<file path="config.mk">
export PLATFORM = sky130hd
export DESIGN_NAME = pgwr_commit
export DESIGN_NICKNAME = d
export VERILOG_FILES = /design/src/rtl/pgwr_pkg.sv /design/src/rtl/pgwr_hdr_ctl.sv /design/src/rtl/pgwr_row_latch.sv /design/src/rtl/pgwr_commit_seq.sv /design/src/rtl/pgwr_commit.sv
export SDC_FILE = /design/constraint.sdc
export NUM_CORES = 1
export LEC_CHECK = 0
export ABC_AREA = 1
export CAP_MARGIN = 20
export CORE_MARGIN = 2
export CORE_UTILIZATION = 37
export DETAILED_ROUTE_END_ITERATION = 7
export HOLD_SLACK_MARGIN = 0.08
export SLEW_MARGIN = 5
export SYNTH_ARGS = -nofsm -noshare
export SYNTH_HDL_FRONTEND = slang
export SYNTH_SLANG_ARGS = --single-unit
</file>
<file path="constraint.sdc">
create_clock -name clk -period 5.3 [get_ports clk]
set_input_delay 0.53 -clock clk [delete_from_list [all_inputs] [get_ports clk]]
set_output_delay 0.53 -clock clk [all_outputs]
set_load 0.05 [all_outputs]
</file>
<file path="src/rtl/pgwr_pkg.sv">
package pgwr_pkg;
  typedef enum logic [1:0] {
    PH_IDLE  = 2'd0,
    PH_HDR   = 2'd1,
    PH_DATA  = 2'd2,
    PH_CYCLE = 2'd3
  } phase_t;
endpackage

</file>
<file path="src/rtl/pgwr_hdr_ctl.sv">
module pgwr_hdr_ctl
  import pgwr_pkg::*;
#(
  parameter int ADDR_W = 13,
  parameter int OFF_W  = 5
) (
  input  logic                    clk,
  input  logic                    rst_n,
  input  logic                    cmd_start,
  input  logic                    addr_valid,
  input  logic [ADDR_W-1:0]       addr_in,
  input  logic                    din_fire,
  input  logic                    stop_commit,
  input  logic                    cmd_abort,
  input  logic                    wc_pin,
  input  logic                    any_valid,
  input  logic                    cyc_done,
  output phase_t                  phase,
  output logic                    wp_lat,
  output logic [ADDR_W-OFF_W-1:0] row_q,
  output logic [OFF_W-1:0]        off_q,
  output logic                    go,
  output logic                    clr
);
  localparam int ROW_W = ADDR_W - OFF_W;

  logic in_data;
  logic data_kill;

  assign in_data   = (phase == PH_DATA);
  assign data_kill = in_data && (cmd_abort || cmd_start || (stop_commit && !any_valid));
  assign go        = in_data && !cmd_abort && !cmd_start && stop_commit && any_valid;
  assign clr       = data_kill || ((phase == PH_CYCLE) && cyc_done);

  always_ff @(posedge clk or negedge rst_n) begin
    if (!rst_n) begin
      phase  <= PH_IDLE;
      wp_lat <= 1'b0;
      row_q  <= '0;
      off_q  <= '0;
    end else begin
      case (phase)
        PH_IDLE: begin
          if (cmd_start) begin
            phase  <= PH_HDR;
            wp_lat <= wc_pin;
          end
        end
        PH_HDR: begin
          if (cmd_abort || stop_commit) begin
            phase <= PH_IDLE;
          end else if (cmd_start) begin
            wp_lat <= wc_pin;
          end else if (addr_valid) begin
            phase  <= PH_DATA;
            wp_lat <= wp_lat | wc_pin;
            row_q  <= addr_in[ADDR_W-1:OFF_W];
            off_q  <= addr_in[OFF_W-1:0];
          end else begin
            wp_lat <= wp_lat | wc_pin;
          end
        end
        PH_DATA: begin
          if (cmd_abort) begin
            phase <= PH_IDLE;
          end else if (cmd_start) begin
            phase  <= PH_HDR;
            wp_lat <= wc_pin;
          end else if (stop_commit) begin
            phase <= any_valid ? PH_CYCLE : PH_IDLE;
          end else if (din_fire) begin
            off_q <= off_q + 1'b1;
          end
        end
        default: begin
          if (cyc_done) phase <= PH_IDLE;
        end
      endcase
    end
  end

  logic unused_row_w;
  assign unused_row_w = (ROW_W > 0) ? 1'b0 : 1'b1;
endmodule

</file>
<file path="src/rtl/pgwr_row_latch.sv">
module pgwr_row_latch #(
  parameter int ROW_BYTES = 32,
  parameter int DATA_W    = 8,
  localparam int OFF_W    = $clog2(ROW_BYTES)
) (
  input  logic                        clk,
  input  logic                        rst_n,
  input  logic                        wr,
  input  logic [OFF_W-1:0]            wr_off,
  input  logic [DATA_W-1:0]           wr_data,
  input  logic                        clr,
  output logic [ROW_BYTES*DATA_W-1:0] data_flat,
  output logic [ROW_BYTES-1:0]        mask
);
  for (genvar g = 0; g < ROW_BYTES; g++) begin : g_ent
    logic [DATA_W-1:0] d_q;
    logic              v_q;
    logic              hit;

    assign hit = wr && (wr_off == OFF_W'(g));

    always_ff @(posedge clk or negedge rst_n) begin
      if (!rst_n) begin
        v_q <= 1'b0;
        d_q <= '0;
      end else if (clr) begin
        v_q <= 1'b0;
      end else if (hit) begin
        v_q <= 1'b1;
        d_q <= wr_data;
      end
    end

    assign mask[g]                         = v_q;
    assign data_flat[g*DATA_W +: DATA_W]   = d_q;
  end
endmodule

</file>
<file path="src/rtl/pgwr_commit_seq.sv">
module pgwr_commit_seq #(
  parameter int ADDR_W    = 13,
  parameter int ROW_BYTES = 32,
  parameter int DATA_W    = 8,
  parameter int WCYC_CLKS = 40,
  localparam int OFF_W    = $clog2(ROW_BYTES),
  localparam int ROW_W    = ADDR_W - OFF_W,
  localparam int TMR_W    = $clog2(WCYC_CLKS + 1)
) (
  input  logic                        clk,
  input  logic                        rst_n,
  input  logic                        go,
  input  logic                        wp_lat,
  input  logic [ROW_W-1:0]            row_q,
  input  logic [ROW_BYTES-1:0]        mask,
  input  logic [ROW_BYTES*DATA_W-1:0] data_flat,
  input  logic                        arr_ready,
  output logic                        arr_valid,
  output logic [ADDR_W-1:0]           arr_addr,
  output logic [DATA_W-1:0]           arr_data,
  output logic                        cyc_done
);
  logic             active;
  logic [TMR_W-1:0] timer;
  logic [OFF_W-1:0] idx;
  logic             scan_done;
  logic             cur_prot;
  logic             emit;
  logic             step;

  assign arr_addr  = {row_q, idx};
  assign arr_data  = data_flat[idx*DATA_W +: DATA_W];
  assign cur_prot  = wp_lat && (arr_addr[ADDR_W-1 -: 2] == 2'b11);
  assign emit      = active && !scan_done && mask[idx] && !cur_prot;
  assign arr_valid = emit;
  assign step      = active && !scan_done && (!emit || arr_ready);
  assign cyc_done  = active && scan_done && (timer == '0);

  always_ff @(posedge clk or negedge rst_n) begin
    if (!rst_n) begin
      active    <= 1'b0;
      timer     <= '0;
      idx       <= '0;
      scan_done <= 1'b0;
    end else if (go) begin
      active    <= 1'b1;
      timer     <= TMR_W'(WCYC_CLKS - 1);
      idx       <= '0;
      scan_done <= 1'b0;
    end else if (active) begin
      if (timer != '0) timer <= timer - 1'b1;
      if (step) begin
        if (idx == OFF_W'(ROW_BYTES - 1)) scan_done <= 1'b1;
        else                              idx       <= idx + 1'b1;
      end
      if (cyc_done) active <= 1'b0;
    end
  end
endmodule

</file>
<file path="src/rtl/pgwr_commit.sv">
module pgwr_commit
  import pgwr_pkg::*;
#(
  parameter int ADDR_W    = 13,
  parameter int ROW_BYTES = 32,
  parameter int DATA_W    = 8,
  parameter int WCYC_CLKS = 40
) (
  input  logic              clk,
  input  logic              rst_n,
  input  logic              cmd_start,
  input  logic              addr_valid,
  input  logic [ADDR_W-1:0] addr_in,
  input  logic              din_valid,
  input  logic [DATA_W-1:0] din_data,
  output logic              din_ready,
  input  logic              stop_commit,
  input  logic              cmd_abort,
  input  logic              wc_pin,
  output logic              arr_valid,
  input  logic              arr_ready,
  output logic [ADDR_W-1:0] arr_addr,
  output logic [DATA_W-1:0] arr_data,
  output logic              busy
);
  localparam int OFF_W = $clog2(ROW_BYTES);
  localparam int ROW_W = ADDR_W - OFF_W;

  phase_t                       phase;
  logic                         wp_lat;
  logic [ROW_W-1:0]             row_q;
  logic [OFF_W-1:0]             off_q;
  logic                         go;
  logic                         clr;
  logic                         cyc_done;
  logic                         din_fire;
  logic [ROW_BYTES-1:0]         mask;
  logic [ROW_BYTES*DATA_W-1:0]  data_flat;

  assign din_ready = (phase == PH_DATA);
  assign din_fire  = din_valid && din_ready && !stop_commit && !cmd_abort && !cmd_start;
  assign busy      = (phase == PH_CYCLE);

  pgwr_hdr_ctl #(.ADDR_W(ADDR_W), .OFF_W(OFF_W)) u_hdr (
    .clk, .rst_n, .cmd_start, .addr_valid, .addr_in, .din_fire,
    .stop_commit, .cmd_abort, .wc_pin,
    .any_valid (|mask),
    .cyc_done, .phase, .wp_lat, .row_q, .off_q, .go, .clr
  );

  pgwr_row_latch #(.ROW_BYTES(ROW_BYTES), .DATA_W(DATA_W)) u_lat (
    .clk, .rst_n,
    .wr      (din_fire),
    .wr_off  (off_q),
    .wr_data (din_data),
    .clr, .data_flat, .mask
  );

  pgwr_commit_seq #(
    .ADDR_W(ADDR_W), .ROW_BYTES(ROW_BYTES), .DATA_W(DATA_W), .WCYC_CLKS(WCYC_CLKS)
  ) u_seq (
    .clk, .rst_n, .go, .wp_lat, .row_q, .mask, .data_flat, .arr_ready,
    .arr_valid, .arr_addr, .arr_data, .cyc_done
  );
endmodule

</file>
==> flow_metrics.py <==
metrics = {
    "run_status": {
        "run_status": "finished clean",
    },
    "critical_path": {
        "rrSetupSlack_ns": 2.06,
        "setup.worst_path.end_class": "primary output",
        "cp_data_arrival_time_ns": 3.82,
        "timing.critical_path.required_ns": 4.77,
        "worstRegToRegCells": 5,
        "cp_max_fo": 66,
        "setup.worst_path.class": "register to primary output",
        "r2r_end": "u_lat.g_ent[23].d_q[3]",
        "cp-startpoint": "u_seq.idx[0]",
        "start_kind": "register",
        "critical_path.reg2reg.startpoint": "u_hdr.off_q[4]",
        "setup.worst_path.end": "arr_data[7]",
    },
    "die": {
        "design.core.area_um2": 39700,
        "floorplan.initialDensity": 0.375,
        "std_cell_rows": 73,
        "die_area_um2": 41900,
        "chip_width_um": 205,
        "top_level_ports": 54,
        "die_height_um": 205,
    },
    "place": {
        "hpwl_um": 25500,
        "routabilityCongestion": 0.869,
        "port-buffer-count": 53,
        "place_area_um2": 15600,
    },
    "power": {
        "cellLeakagePower_uw": 0.00760,
        "vdd.ir_drop.worst_mv": 0.306,
        "cellInternalPower_uw": 4950,
        "p_comb_frac": 0.365,
        "power.share.sequential": 0.345,
        "switching_power_of_the_nets_uw": 3280,
        "sw_frac_of_total": 0.398,
        "power.density_nw_per_um2": 491,
        "share_of_total_power_in_the_clock_network": 0.290,
    },
    "cts": {
        "clock_sink_count": 317,
        "cts.path.max_buffers": 3,
        "numCtsBuffers": 36,
        "ctsHoldBuffers": 0,
        "cts_resized": 0,
        "clock-root-buffer": "clkbuf_16",
        "postCtsSetupRepairBufs": 0,
        "tritoncts": "built",
        "clk-insertion-delay-late_ns": 0.51,
        "cts.htree.levels": 2,
        "cts.reportedPaths.clkPinSlew_ns": 0.06,
    },
    "sta": {
        "fmax_mhz": 230,
        "report.final.slew_viol_count": 0,
        "timing.max_slew.rel_slack": 0.312,
        "hold_violations_final": 0,
        "period_minus_slack_ns": 4.35,
        "timing.setup.tns_ns": 0,
        "timing.clock.skew_ns": 0.0109,
        "finalCritPeriodShare": 0.820,
        "timing.final.setup_violations": 0,
        "pin_slew_with_the_least_headroom_to_its_limit_ns": 1.03,
        "rsz0062_at_grt": "no",
    },
    "logic_synthesis": {
        "synth_edf_count": 0,
        "synthesis.yosys.warnings": 0,
        "synth_sequential_area_ratio": 0.532,
        "synth_ff_type": "dfrtp_1",
        "ys_seq_elements": 317,
        "syn_nets": 1754,
        "post_synth_num_cell_types": 42,
        "netlist_area_um2": 14900,
        "synthesized_netlist_cell_count": 1714,
        "async_reset_ff_frac": 1.00,
        "syn_area_per_cell_um2": 8.69,
    },
    "finish": {
        "layout_common_cells": "nand2_1, o21ai_0, dfrtp_1",
        "fin_area_um2": 16700,
        "drive_gt1_frac": 0.0872,
        "flow.area_growth_from_synthesis_pct": 12.4,
        "antennaDiodeCount": 0,
        "post-route-util": 0.421,
        "nets": 1748,
    },
    "routing": {
        "dr.pass1.iters": 7,
        "total_number_of_vias": 12200,
        "route.final.wire_length_um": 41500,
        "viasPerCell": 5.41,
        "route.antenna.remaining_nets": 0,
        "dr.first_iter.drc_count": 1110,
        "drc_errors": 0,
        "wl_per_cell_um": 18.4,
    },
    "global_route": {
        "number_of_antenna_violations_at_the_first_check_in_global_routing": 1,
        "maximum_number_of_pins_on_one_net_before_global_route_repair": 126,
        "grt_pass1_wl_um": 66600,
        "global_route_usage_over_all_layers": 0.201,
        "first_global_vias": 11600,
        "leftover_overflow_at_the_end_of_global_routing": 0,
    },
    "hold_path": {
        "hold_path_class": "primary input to async pin",
    },
    "flow_run": {
        "cap_violations": 0,
    },
}
-- layout make-up --
class | instances | area, µm²
clock buffer | 50 | 1020
clock inverter | 11 | 83.8
fill | 3940 | 23000
inverter | 82 | 312
multi-input combinational | 1195 | 5990
tap | 525 | 657
timing repair buffer | 76 | 741
sequential | 317 | 7940
-- power by group through the flow --
stage,logic (µW),registers [µW],clock network [µW]
6_report,3000,2840,2380
5_1_grt,3290,2870,2520
4_1_cts,2980,2840,2420
3_5_place_dp,2970,2880,0
3_3_place_gp,2950,2870,0
2_1_floorplan,1910,2960,0
-- worst max-delay path, cell delays in order, from the launching register on --
cell,delay [ns]
dfrtp_4,0.53
inv_4,0.57
buf_4,0.39
o21ai_0,0.11
o22ai_1,0.29
nand2_1,0.08
nand3_1,0.11
a31oi_1,0.11
a31oi_1,0.25
clkdlybuf4s50_1,0.84
-- flip-flops by register name (all words and copies together) (netlist names) --
name	flops
u_hdr.off_q	5
u_hdr.row_q	8
u_lat.g_ent.d_q	256
u_hdr.wp_lat	1
u_seq.timer	6
u_lat.g_ent.v_q	32
u_seq.idx	5
u_hdr.phase	2
u_seq.scan_done	1
u_seq.active	1
-- worst min-delay path by stage --
| stage | startpoint | end | slack [ns] | depth (start not counted) |
|---|---|---|---|---|
| 4_1_cts | rst_n | u_lat.g_ent[5].d_q[7] | 0.16 | 1 |
| 5_1_grt | rst_n | u_lat.g_ent[5].d_q[7] | 0.20 | 1 |
| 2_1_floorplan | rst_n | u_hdr.off_q[0] | 0.23 | 0 |
| 3_3_place_gp | u_lat.g_ent[29].d_q[5] | u_lat.g_ent[29].d_q[5] | 0.46 | 2 |
| 3_5_place_dp | u_lat.g_ent[17].d_q[3] | u_lat.g_ent[17].d_q[3] | 0.46 | 2 |
| 6_report | rst_n | u_lat.g_ent[5].d_q[7] | 0.1 | 1 |
-- cells in the mapped netlist, types with 2 or more instances --
cell type | instances | share of area
nand4_1 | 12 | 0.0050
clkinv_1 | 3 | 0.00076
nor2_1 | 177 | 0.045
dfrtp_1 | 317 | 0.53
nand3_4 | 8 | 0.0094
buf_2 | 18 | 0.0060
o21ai_0 | 352 | 0.12
clkbuf_1 | 67 | 0.017
inv_1 | 73 | 0.018
nand2_1 | 351 | 0.088
inv_2 | 5 | 0.0013
o211a_1 | 4 | 0.0027
o22ai_1 | 45 | 0.019
nor2_4 | 2 | 0.0015
o211ai_1 | 10 | 0.0050
ha_1 | 10 | 0.0084
xor2_1 | 2 | 0.0012
buf_12 | 2 | 0.0027
buf_6 | 18 | 0.014
a21oi_1 | 22 | 0.0074
o221ai_1 | 19 | 0.011
o21ai_1 | 55 | 0.018
nor2_2 | 2 | 0.00084
a31oi_1 | 16 | 0.0067
nand3_1 | 45 | 0.015
nand2_4 | 12 | 0.0091
clkbuf_2 | 7 | 0.0024
o21ai_2 | 30 | 0.018
mux2_2 | 8 | 0.0060
nor3_1 | 4 | 0.0013
buf_4 | 7 | 0.0035
-- per-layer routing --
layer	share of wire	wire, µm	track usage	vias to the layer above
li1	-	-	-	5780
met1	0.47	19500	0.295	5944
met2	0.43	17700	0.296	399
met3	0.071	2930	0.0414	85
met4	0.031	1280	0.0681	2
met5	0.00024	10	0	-
-- cells by family after synthesis --
| family | synth area share |
|---|---|
| buf+inv | 0.0661 |
| simple gates | 0.178 |
| mux | 0.00605 |
| flops | 0.532 |
| xor+xnor | 0.00118 |
| compound gates | 0.208 |
| fa+ha+maj | 0.00840 |
-- stage by stage --
step / hold slack (ns) / cells / setup WS (ns) / total power [µW]
5_1_grt: 0.201 / 2256 / 0.748 / 8680
4_1_cts: 0.157 / 2255 / 0.970 / 8240
3_5_place_dp: 0.462 / 2194 / 1.51 / 5850
6_report: 0.0975 / 2256 / 0.954 / 8230
3_3_place_gp: 0.460 / 2194 / 1.53 / 5820
2_1_floorplan: 0.234 / 1714 / 2.14 / 4860
No activity file was read; power rests on OpenSTA's default activity.
